`config.mk`:
```
export PLATFORM = sky130hd
export DESIGN_NAME = mw_eeprom
export DESIGN_NICKNAME = d
export VERILOG_FILES = /design/src/rtl/mw_pkg.sv /design/src/rtl/mw_sk_edge.sv /design/src/rtl/mw_word_store.sv /design/src/rtl/mw_rd_shifter.sv /design/src/rtl/mw_eeprom.sv
export SDC_FILE = /design/constraint.sdc
export NUM_CORES = 2
export LEC_CHECK = 0
export ABC_AREA = 1
export ABC_CLOCK_PERIOD_IN_PS = 3200
export BUFFER_PORTS_ARGS = -buffer_cell sky130_fd_sc_hd__buf_2
export CAP_MARGIN = 15
export CORE_MARGIN = 10
export CORE_UTILIZATION = 38
export CTS_CLUSTER_DIAMETER = 80
export DETAILED_ROUTE_END_ITERATION = 16
export GPL_TIMING_DRIVEN = 0
export SKIP_CTS_REPAIR_TIMING = 1
export SLEW_MARGIN = 20
export SYNTH_ARGS = -nofsm -noshare
export SYNTH_HDL_FRONTEND = slang
export SYNTH_SLANG_ARGS = --single-unit
```
`constraint.sdc`:
```
create_clock -name clk -period 3.2 [get_ports clk]
set_input_delay 0.96 -clock clk [delete_from_list [all_inputs] [get_ports clk]]
set_output_delay 0.96 -clock clk [all_outputs]
set_load 0.01 [all_outputs]
```
`src/rtl/mw_pkg.sv`:
```
package mw_pkg;

    localparam int WORD_W = 16;

    typedef enum logic [2:0] {
        ST_IDLE,
        ST_OPC,
        ST_ADDR,
        ST_DATA,
        ST_READ,
        ST_DONE
    } mw_state_e;

    typedef enum logic [1:0] {
        OP_EXT   = 2'b00,
        OP_WRITE = 2'b01,
        OP_READ  = 2'b10,
        OP_ERASE = 2'b11
    } mw_op_e;

    typedef enum logic [1:0] {
        EXT_LOCK   = 2'b00,
        EXT_FILL   = 2'b01,
        EXT_CLEAR  = 2'b10,
        EXT_UNLOCK = 2'b11
    } mw_ext_e;

endpackage

```
`src/rtl/mw_sk_edge.sv`:
```
module mw_sk_edge (
    input  logic clk,
    input  logic rst_n,
    input  logic sk_in,
    output logic rise
);

    logic sk_q;

    always_ff @(posedge clk or negedge rst_n) begin
        if (!rst_n) sk_q <= 1'b0;
        else        sk_q <= sk_in;
    end

    assign rise = sk_in & ~sk_q;

endmodule

```
`src/rtl/mw_word_store.sv`:
```
module mw_word_store #(
    parameter int AW = 6,
    parameter int DW = 16
) (
    input  logic          clk,
    input  logic          rst_n,
    input  logic          we,
    input  logic          fill,
    input  logic [AW-1:0] addr,
    input  logic [DW-1:0] wdata,
    output logic [DW-1:0] rdata
);

    localparam int DEPTH = 1 << AW;

    logic [DW-1:0] words [DEPTH];

    for (genvar i = 0; i < DEPTH; i++) begin : g_word
        logic [DW-1:0] word_q;
        always_ff @(posedge clk or negedge rst_n) begin
            if (!rst_n)
                word_q <= '1;
            else if (fill || (we && addr == AW'(i)))
                word_q <= wdata;
        end
        assign words[i] = word_q;
    end

    assign rdata = words[addr];

    AST_ONE_STROBE: assert property (@(posedge clk) disable iff (!rst_n)
        $onehot0({we, fill}));

endmodule

```
`src/rtl/mw_rd_shifter.sv`:
```
module mw_rd_shifter #(
    parameter int DW = 16
) (
    input  logic          clk,
    input  logic          rst_n,
    input  logic          load,
    input  logic          shift,
    input  logic          clear,
    input  logic [DW-1:0] word,
    output logic          dout
);

    logic [DW:0] sh_q;

    always_ff @(posedge clk or negedge rst_n) begin
        if (!rst_n)
            sh_q <= '0;
        else if (clear)
            sh_q <= '0;
        else if (load)
            sh_q <= {1'b0, word};
        else if (shift)
            sh_q <= {sh_q[DW-1:0], 1'b0};
    end

    assign dout = sh_q[DW];

    AST_DOUT_STEP: assert property (@(posedge clk) disable iff (!rst_n)
        (dout != $past(dout)) |-> ($past(load) || $past(shift) || $past(clear)));

endmodule

```
`src/rtl/mw_eeprom.sv`:
```
module mw_eeprom
    import mw_pkg::*;
#(
    parameter int AW = 6,
    parameter int DW = WORD_W
) (
    input  logic clk,
    input  logic rst_n,
    input  logic cs,
    input  logic sk,
    input  logic di,
    output logic dout
);

    localparam int CW = $clog2(DW + 1);

    mw_state_e     st_q, st_n;
    logic [CW-1:0] cnt_q, cnt_n;
    logic [1:0]    opc_q, opc_n;
    logic [AW-1:0] adr_q, adr_n;
    logic [DW-1:0] dat_q, dat_n;
    logic          wen_q, wen_n;

    logic          sk_rise;
    logic          mem_we, mem_fill, rd_load, rd_shift, rd_clear;
    logic [DW-1:0] mem_wdata, mem_rdata;
    logic [AW-1:0] adr_shift;
    logic [DW-1:0] dat_shift;
    logic [1:0]    sub_op;

    assign adr_shift = {adr_q[AW-2:0], di};
    assign dat_shift = {dat_q[DW-2:0], di};
    assign sub_op    = adr_shift[AW-1 -: 2];

    mw_sk_edge u_edge (
        .clk   (clk),
        .rst_n (rst_n),
        .sk_in (sk),
        .rise  (sk_rise)
    );

    // State register
    always_ff @(posedge clk or negedge rst_n) begin
        if (!rst_n) begin
            st_q  <= ST_IDLE;
            cnt_q <= '0;
            opc_q <= '0;
            adr_q <= '0;
            dat_q <= '0;
            wen_q <= 1'b0;
        end else begin
            st_q  <= st_n;
            cnt_q <= cnt_n;
            opc_q <= opc_n;
            adr_q <= adr_n;
            dat_q <= dat_n;
            wen_q <= wen_n;
        end
    end

    // Next state and strobes
    always_comb begin
        st_n      = st_q;
        cnt_n     = cnt_q;
        opc_n     = opc_q;
        adr_n     = adr_q;
        dat_n     = dat_q;
        wen_n     = wen_q;
        mem_we    = 1'b0;
        mem_fill  = 1'b0;
        mem_wdata = '1;
        rd_load   = 1'b0;
        rd_shift  = 1'b0;
        rd_clear  = 1'b0;
        if (!cs) begin
            st_n     = ST_IDLE;
            cnt_n    = '0;
            rd_clear = 1'b1;
        end else if (sk_rise) begin
            unique case (st_q)
                ST_IDLE: begin
                    if (di) begin
                        st_n  = ST_OPC;
                        cnt_n = '0;
                    end
                end
                ST_OPC: begin
                    opc_n = {opc_q[0], di};
                    if (cnt_q == CW'(1)) begin
                        st_n  = ST_ADDR;
                        cnt_n = '0;
                    end else begin
                        cnt_n = cnt_q + 1'b1;
                    end
                end
                ST_ADDR: begin
                    adr_n = adr_shift;
                    if (cnt_q == CW'(AW - 1)) begin
                        cnt_n = '0;
                        case (opc_q)
                            OP_READ: begin
                                rd_load = 1'b1;
                                st_n    = ST_READ;
                            end
                            OP_WRITE: st_n = ST_DATA;
                            OP_ERASE: begin
                                mem_we = wen_q;
                                st_n   = ST_DONE;
                            end
                            default: begin
                                case (sub_op)
                                    EXT_UNLOCK: begin
                                        wen_n = 1'b1;
                                        st_n  = ST_DONE;
                                    end
                                    EXT_LOCK: begin
                                        wen_n = 1'b0;
                                        st_n  = ST_DONE;
                                    end
                                    EXT_CLEAR: begin
                                        mem_fill = wen_q;
                                        st_n     = ST_DONE;
                                    end
                                    default: st_n = ST_DATA;
                                endcase
                            end
                        endcase
                    end else begin
                        cnt_n = cnt_q + 1'b1;
                    end
                end
                ST_DATA: begin
                    dat_n = dat_shift;
                    if (cnt_q == CW'(DW - 1)) begin
                        cnt_n     = '0;
                        mem_wdata = dat_shift;
                        if (opc_q == OP_EXT) mem_fill = wen_q;
                        else                 mem_we   = wen_q;
                        st_n = ST_DONE;
                    end else begin
                        cnt_n = cnt_q + 1'b1;
                    end
                end
                ST_READ: begin
                    rd_shift = 1'b1;
                    if (cnt_q == CW'(DW)) begin
                        cnt_n = '0;
                        st_n  = ST_DONE;
                    end else begin
                        cnt_n = cnt_q + 1'b1;
                    end
                end
                ST_DONE: ;
            endcase
        end
    end

    mw_word_store #(.AW(AW), .DW(DW)) u_store (
        .clk   (clk),
        .rst_n (rst_n),
        .we    (mem_we),
        .fill  (mem_fill),
        .addr  (adr_n),
        .wdata (mem_wdata),
        .rdata (mem_rdata)
    );

    mw_rd_shifter #(.DW(DW)) u_shift (
        .clk   (clk),
        .rst_n (rst_n),
        .load  (rd_load),
        .shift (rd_shift),
        .clear (rd_clear),
        .word  (mem_rdata),
        .dout  (dout)
    );

    AST_IDLE_ZERO_IGNORED: assert property (@(posedge clk) disable iff (!rst_n)
        (st_q == ST_IDLE && cs && sk_rise && !di) |=> (st_q == ST_IDLE));
    AST_CS_ABORT: assert property (@(posedge clk) disable iff (!rst_n)
        !cs |=> (st_q == ST_IDLE));
    AST_DOUT_QUIET: assert property (@(posedge clk) disable iff (!rst_n)
        (st_q != ST_READ) |-> !dout);
    AST_WEN_SET_SRC: assert property (@(posedge clk) disable iff (!rst_n)
        $rose(wen_q) |-> $past(st_q == ST_ADDR && opc_q == OP_EXT && cs && sk_rise));
    AST_WEN_CLR_SRC: assert property (@(posedge clk) disable iff (!rst_n)
        $fell(wen_q) |-> $past(st_q == ST_ADDR && opc_q == OP_EXT && cs && sk_rise));
    AST_PROG_LOCKED: assert property (@(posedge clk) disable iff (!rst_n)
        (mem_we || mem_fill) |-> wen_q);

endmodule

```
-- After elaboration in Yosys (flattened, before gate mapping)
Cells that the tools add are included.
W data, S select, Z words.
- flip-flop bits (word level): 1074
- bits of input ports: 5
- output and inout port bits: 1
- logic and storage cells: 357
- add/sub/neg operators: 1
- $lt $le $gt $ge: 1
- equality and inequality tests: 84
- muxes and demuxes: 55
- bitwise operators: 4
- reduce and logical (&&, ||, !) cells: 140
- operators by type and width (kind ; number):
    $eq A6 B6 Y1 const B ; 32
    $bmux W16 S6 ; 1
    $eq A6 B5 Y1 const B ; 16
    $mux W16 ; 6
    $logic_and A1 B1 Y1 ; 64
    $logic_or A1 B1 Y1 ; 64
    $mux W17 ; 3
    $eq A6 B4 Y1 const B ; 8
    $mux W5 ; 7
    $pmux W5 S5 ; 1
    $eq A6 B3 Y1 const B ; 4
    $mux W3 ; 8
    $mux W1 ; 21
    $mux W6 ; 3
    $ne A3 B3 Y1 const B ; 5
    $pmux W3 S5 ; 1
    $eq A6 B2 Y1 const B ; 2
    $pmux W3 S3 ; 1
    $reduce_and A3 Y1 ; 3
    $eq A2 B2 Y1 const B ; 4
    $ge A7 B7 Y1 const B ; 1
    $not A6 Y7 ; 1
    $reduce_and A7 Y1 ; 1
    $eq A3 B2 Y1 const B ; 2
    other kinds (21) ; 26

-- Longest topological paths before layout
- word-level depth: 10
- gate-level depth with buffers: 22
- mapped depth without buffers: 19

-- Hierarchy
From an unflattened synthesis, not the netlist that was laid out.
- cell total of the unflattened synthesis: 6165
- area total of the unflattened synthesis: 54528.5 µm²
- modules (own cells, without submodules) (module ; times used ; cells each ; area each (µm²) ; sequential area each (µm²)):
    mw_word_store ; 1 ; 5772 ; 51705.8 ; 26905.8
    mw_eeprom ; 1 ; 266 ; 1880.6 ; 800.8
    mw_rd_shifter ; 1 ; 124 ; 907.1 ; 425.4
    mw_sk_edge ; 1 ; 3 ; 35.0 ; 25.0

-- Worst setup path before layout
Ideal clock, no wire load.
- path kind: input to register
- start point: input port cs
- end point: register u_shift.sh_q[7]
- library setup time: 0.117 ns
- arrival: 2.642 ns
- required time: 3.083 ns
- slack: 0.442 ns
- stages: 18
- buffers on the path: 3
- cell sequence: inv_1 > nor2_4 > nand2_4 > o21ai_2 > buf_6 > buf_6 > buf_4 > nand2_1 > nand2_1 > nand2_1 > nand2_1 > nor2_1 > nor2_1 > nor2_1 > nand2_1 > nand2_1 > nand2_1 > nand2_1
- longest elaborated chain between the ends: 7
- elaborated cells between the ends (all ways): 10
- classes of those cells: eq/ne (1); mux (8); bitwise (1)
- ends and longest elaborated chain (element ; line ; source):
    start: declaration ; mw_eeprom.sv:9 ; input logic cs,
    $mux W6 ; mw_eeprom.sv:75 ; if (!cs) begin
    $not A6 Y7 (implied by the code) ; mw_word_store.sv:29 ; assign rdata = words[addr];
    $bmux W16 S6 ; mw_word_store.sv:29 ;
    $mux W16 (implied by the code) (2 in a row) ; mw_word_store.sv:29 ;
    $mux W17 ; mw_rd_shifter.sv:20 ; else if (load)
    $mux W17 ; mw_rd_shifter.sv:18 ; else if (clear)
    end signal: assignment ; mw_rd_shifter.sv:21 ; sh_q <= {1'b0, word};
    end signal: assignment ; mw_rd_shifter.sv:23 ; sh_q <= {sh_q[DW-1:0], 1'b0};
    end: declaration ; mw_rd_shifter.sv:13 ; logic [DW:0] sh_q;
Several ways; a longest one is shown, not always the timed one. The select of a mux whose other input is x is not followed.
A chain may end at the register's enable or synchronous reset.

-- Final worst setup path
- start point: register u_edge.sk_q
- end point: register u_shift.sh_q[0]
- longest elaborated chain between the ends: 10
- elaborated cells between the ends (all ways): 15
- classes of those cells: eq/ne (1); mux (11); bitwise (3)
- ends and longest elaborated chain (element ; line ; source):
    start: declaration ; mw_sk_edge.sv:8 ; logic sk_q;
    start signal: assignment ; mw_sk_edge.sv:12 ; else sk_q <= sk_in;
    $not A1 Y1 (*) ; mw_sk_edge.sv:15 ; assign rise = sk_in & ~sk_q;
    $and A1 B1 Y1 (*) ; mw_sk_edge.sv:15 ;
    $mux W6 ; mw_eeprom.sv:79 ; end else if (sk_rise) begin
    $mux W6 ; mw_eeprom.sv:75 ;
    $not A6 Y7 (implied by the code) ; mw_word_store.sv:29 ;
    $bmux W16 S6 ; mw_word_store.sv:29 ;
    $mux W16 (implied by the code) (2 in a row) ; mw_word_store.sv:29 ;
    $mux W17 ; mw_rd_shifter.sv:20 ;
    $mux W17 ; mw_rd_shifter.sv:18 ;
Mark *: on every way between the ends. The rest lies on a longest branch, timed or not. The select of a mux whose other input is x is not followed.

==> impl_metrics.tcl <==
set metrics [dict create \
    synthMuxAreaShare_pct 0.0403 \
    place_hpwl_um 161000 \
    cts.clk_slew.worst_paths_ns 0.06 \
    place.port_buffers 5 \
    clock-skew-final_ns 0.0389 \
    grt_start_max_net_pins 143 \
    dp_worst_setup_slack_ns -2.16 \
    groute.usage.overall_pct 26.0 \
    final.min_clock_period_ns 3.35 \
    area_fraction_in_compound_gates_after_synthesis_pct 10.9 \
    io-pin-count 6 \
    post_synth_num_cell_types 38 \
    synthXorXnorAreaFrac_pct 0.0313 \
    synth_top_area_share_pct 48.1 \
    dominant_combinational_cell_family_by_area_after_synthesis "simple AND/OR/NAND/NOR gates" \
    worstSkewPairLatency_ns 0.78 \
    synth_cells 7715 \
    critical_path_source "u_edge.sk_q" \
    worst_slew_margin_rel_pct 19.8 \
    violations "negative setup slack" \
    worstPathMaxFanout 10 \
    clock-root-buffer "clkbuf_16" \
    synth_sequential_area_ratio_pct 50.3 \
    nNetsFinal 7940 \
    grt_antenna_before_repair 18 \
    grt_pass1_wl_um 316000 \
    crit_arrival_ns 4.06 \
    primary_ff_master_synth "dfstp_2" \
    cts_tree "built" \
    dpl_cell_area_um2 59000 \
    final-setup-viol-count 2 \
    final_antenna_net_count 0 \
    synth.ff_latch_count 1074 \
    clock_path_buffers 3 \
    hold_path_class "input port to async pin" \
    first_global_vias 47374 \
    status "complete, but fails checks" \
    crit-reg2reg-launch "u_edge.sk_q" \
    post_drt_via_cell_ratio 5.06 \
    yosys_warnings 0 \
    tightest_slew_ns 1.20 \
    layout_commonest_cell "nand2_1" \
    die_height_um 404 \
    synthSimpleGateAreaFrac_pct 28.2 \
    post_synth_main_area_contributors "dfstp_2 48%, nand2_1 24%, inv_1 6.1%, o21ai_1 4.9%, o21ai_0 4.7%" \
    finalWirelength_um 218000 \
    timing.final.max_slew_violations 0 \
    critical_path_endpoint "u_shift.sh_q[0]" \
    num_vias 50330 \
    critPathLaunchType "flop" \
    num_rows 140 \
    cellPowerDensity_nw_per_um2 678 \
    drt_iter0_markers 5682 \
    grt_overflow_total 0 \
    cap_violations 0 \
    ctsHtreeMaxLevel 3 \
    proportion_of_layout_cells_with_a_drive_suffix_above_1_pct 24.3 \
    synth-adder-area-share_pct 0.179 \
    criticalPathCategory "flop to flop" \
    async_reset_ff_share_pct 100 \
    power.static_leakage_nw 27.4 \
    fp.dieArea_um2 163000 \
    setup_slack_of_the_most_critical_reg_to_reg_path_ns -0.15 \
    most-common-layout-cells "3461 x nand2_1, 1024 x dfstp_2, 915 x inv_1" \
    r2r_cells 20 \
    syn2layout_area_growth_pct 15.9 \
    synth_enable_flop_cells 0 \
    report.final.hold_viol_count 0 \
    fill_cell_instance_count_of_the_final_layout 14929 \
    end_kind "flop" \
    data_required_time_of_the_worst_path_ns 3.91 \
    drcViolationCount 0 \
    clock_sink_count 1074 \
    die_width_um 404 \
    post_drt_wl_per_cell_um 21.9 \
    syn_nets 7728 \
    drt_pass1_iterations 8 \
    reg_to_reg_endpoint "u_shift.sh_q[0]" \
    initial_utilization_pct 38.3 \
    syn-cell-area_um2 55900 \
    setup_repair_after_global_routing_missed_its_margin "yes" \
    routabilityCongestion 0.994 \
    min_period_over_period_pct 105 \
    power.ir.vdd_worst_mv 0.488 \
    finish.instance_area_um2 64900 \
    mean_syn_cell_area_um2 7.25 \
    core-area_um2 146000 \
    total_power_mw 43.9 \
    fmax_ghz 0.298 \
    yosysTopAreaCell "dfstp_2" \
    setup_ws_ns -0.151 \
    cts_made_buffers 120 \
]
logic make-up after synthesis:
logic type | after synthesis
flops | 1074
simple gates | 4004
buf+inv | 1453
fa+ha+maj | 8
xor+xnor | 2
compound gates | 1172
mux | 2
flip-flops by register name, indices dropped and copies added (netlist names), 2 cells and up:
name and flops:
st_q 3, u_shift.sh_q 17, dat_q 15, opc_q 2, cnt_q 5, adr_q 6, u_store.g_word.word_q 1024
Yosys cell counts, types with 4 or more instances:
cell and instances:
buf_6 7, inv_1 915, o21ai_0 524, o22ai_1 4
nand3_1 132, clkbuf_1 292, nor3_1 20, nand2_2 7
a21oi_1 42, buf_4 8, nor2_2 9, buf_1 16
o21ai_1 549, nand3b_1 90, nor2_1 212, nor2_4 19
dfstp_2 1024, a21oi_2 43, dfrtp_1 50, inv_2 13
o21ai_2 5, nand2_1 3503, ha_1 8, buf_2 200
power by group:
part | switching, mW | total (mW) | leakage, nW | internal, mW
registers | 0.0801 | 13.8 | 11.2 | 13.7
logic | 11.4 | 15.8 | 14.2 | 4.35
clock network | 6.14 | 14.4 | 2.02 | 8.25
metal layers:
layer	vias up	global-route usage, %	share of wire, %
met4	4	11.4	4.9
li1	23881	-	-
met2	1931	39.4	43
met1	24101	36.1	43
met5	-	0	0.011
met3	413	4.90	8.8
metrics by stage:
| step | TNS, ns | std cells | hold slack (ns) | utilization, % |
|---|---|---|---|---|
| 2_1_floorplan | 0 | 7715 | 0.445 | - |
| 3_3_place_gp | - | 9637 | 0.458 | 40.0 |
| 3_5_place_dp | -1192.39 | 9679 | 0.461 | 40.5 |
| 4_1_cts | -538.89 | 9902 | 0.260 | 43.3 |
| 5_1_grt | -0.551 | 9945 | 0.308 | 44.4 |
| 6_report | -0.163 | 9948 | 0.298 | 44.5 |
how the worst min path moves through the flow:
stage,from,endpoint,cells past startpoint
2_1_floorplan,wen_q,wen_q,2
3_3_place_gp,u_store.g_word[30].word_q[3],u_store.g_word[30].word_q[3],2
3_5_place_dp,u_store.g_word[27].word_q[5],u_store.g_word[27].word_q[5],2
4_1_cts,rst_n,u_store.g_word[29].word_q[11],1
5_1_grt,rst_n,u_store.g_word[31].word_q[7],1
6_report,rst_n,u_store.g_word[29].word_q[2],1
worst max-delay path, stage by stage (launching register included):
cell and delay (ns):
dfrtp_1 0.37, inv_1 0.12, nand3_2 0.16, nor2_4 0.14
buf_12 0.14, nand2_8 0.12, nand2_8 0.13, buf_12 0.16
buf_16 0.17, buf_12 0.19, buf_12 0.17, nor2_1 0.06
o21ai_1 0.24, nand2_1 0.10, nand2_1 0.08, nand2_1 0.09
nor2_4 0.23, nor2_1 0.07, nor2_1 0.16, nand3_1 0.22
nand2_1 0.11
final cells by class:
class / count / area, um^2 / area share [%]
diodes: 3 / 7.51 / 0.0116
plain buffers: 518 / 2880 / 4.44
clock buffers: 152 / 3410 / 5.25
clock inverters: 71 / 678 / 1.05
inverters: 930 / 3500 / 5.39
multi-input cells: 5188 / 22700 / 35.1
flip-flops and latches: 1074 / 28200 / 43.4
well taps: 1917 / 2400 / 3.70
repair buffers: 95 / 1090 / 1.67
No activity file was read; power rests on OpenSTA's default activity.
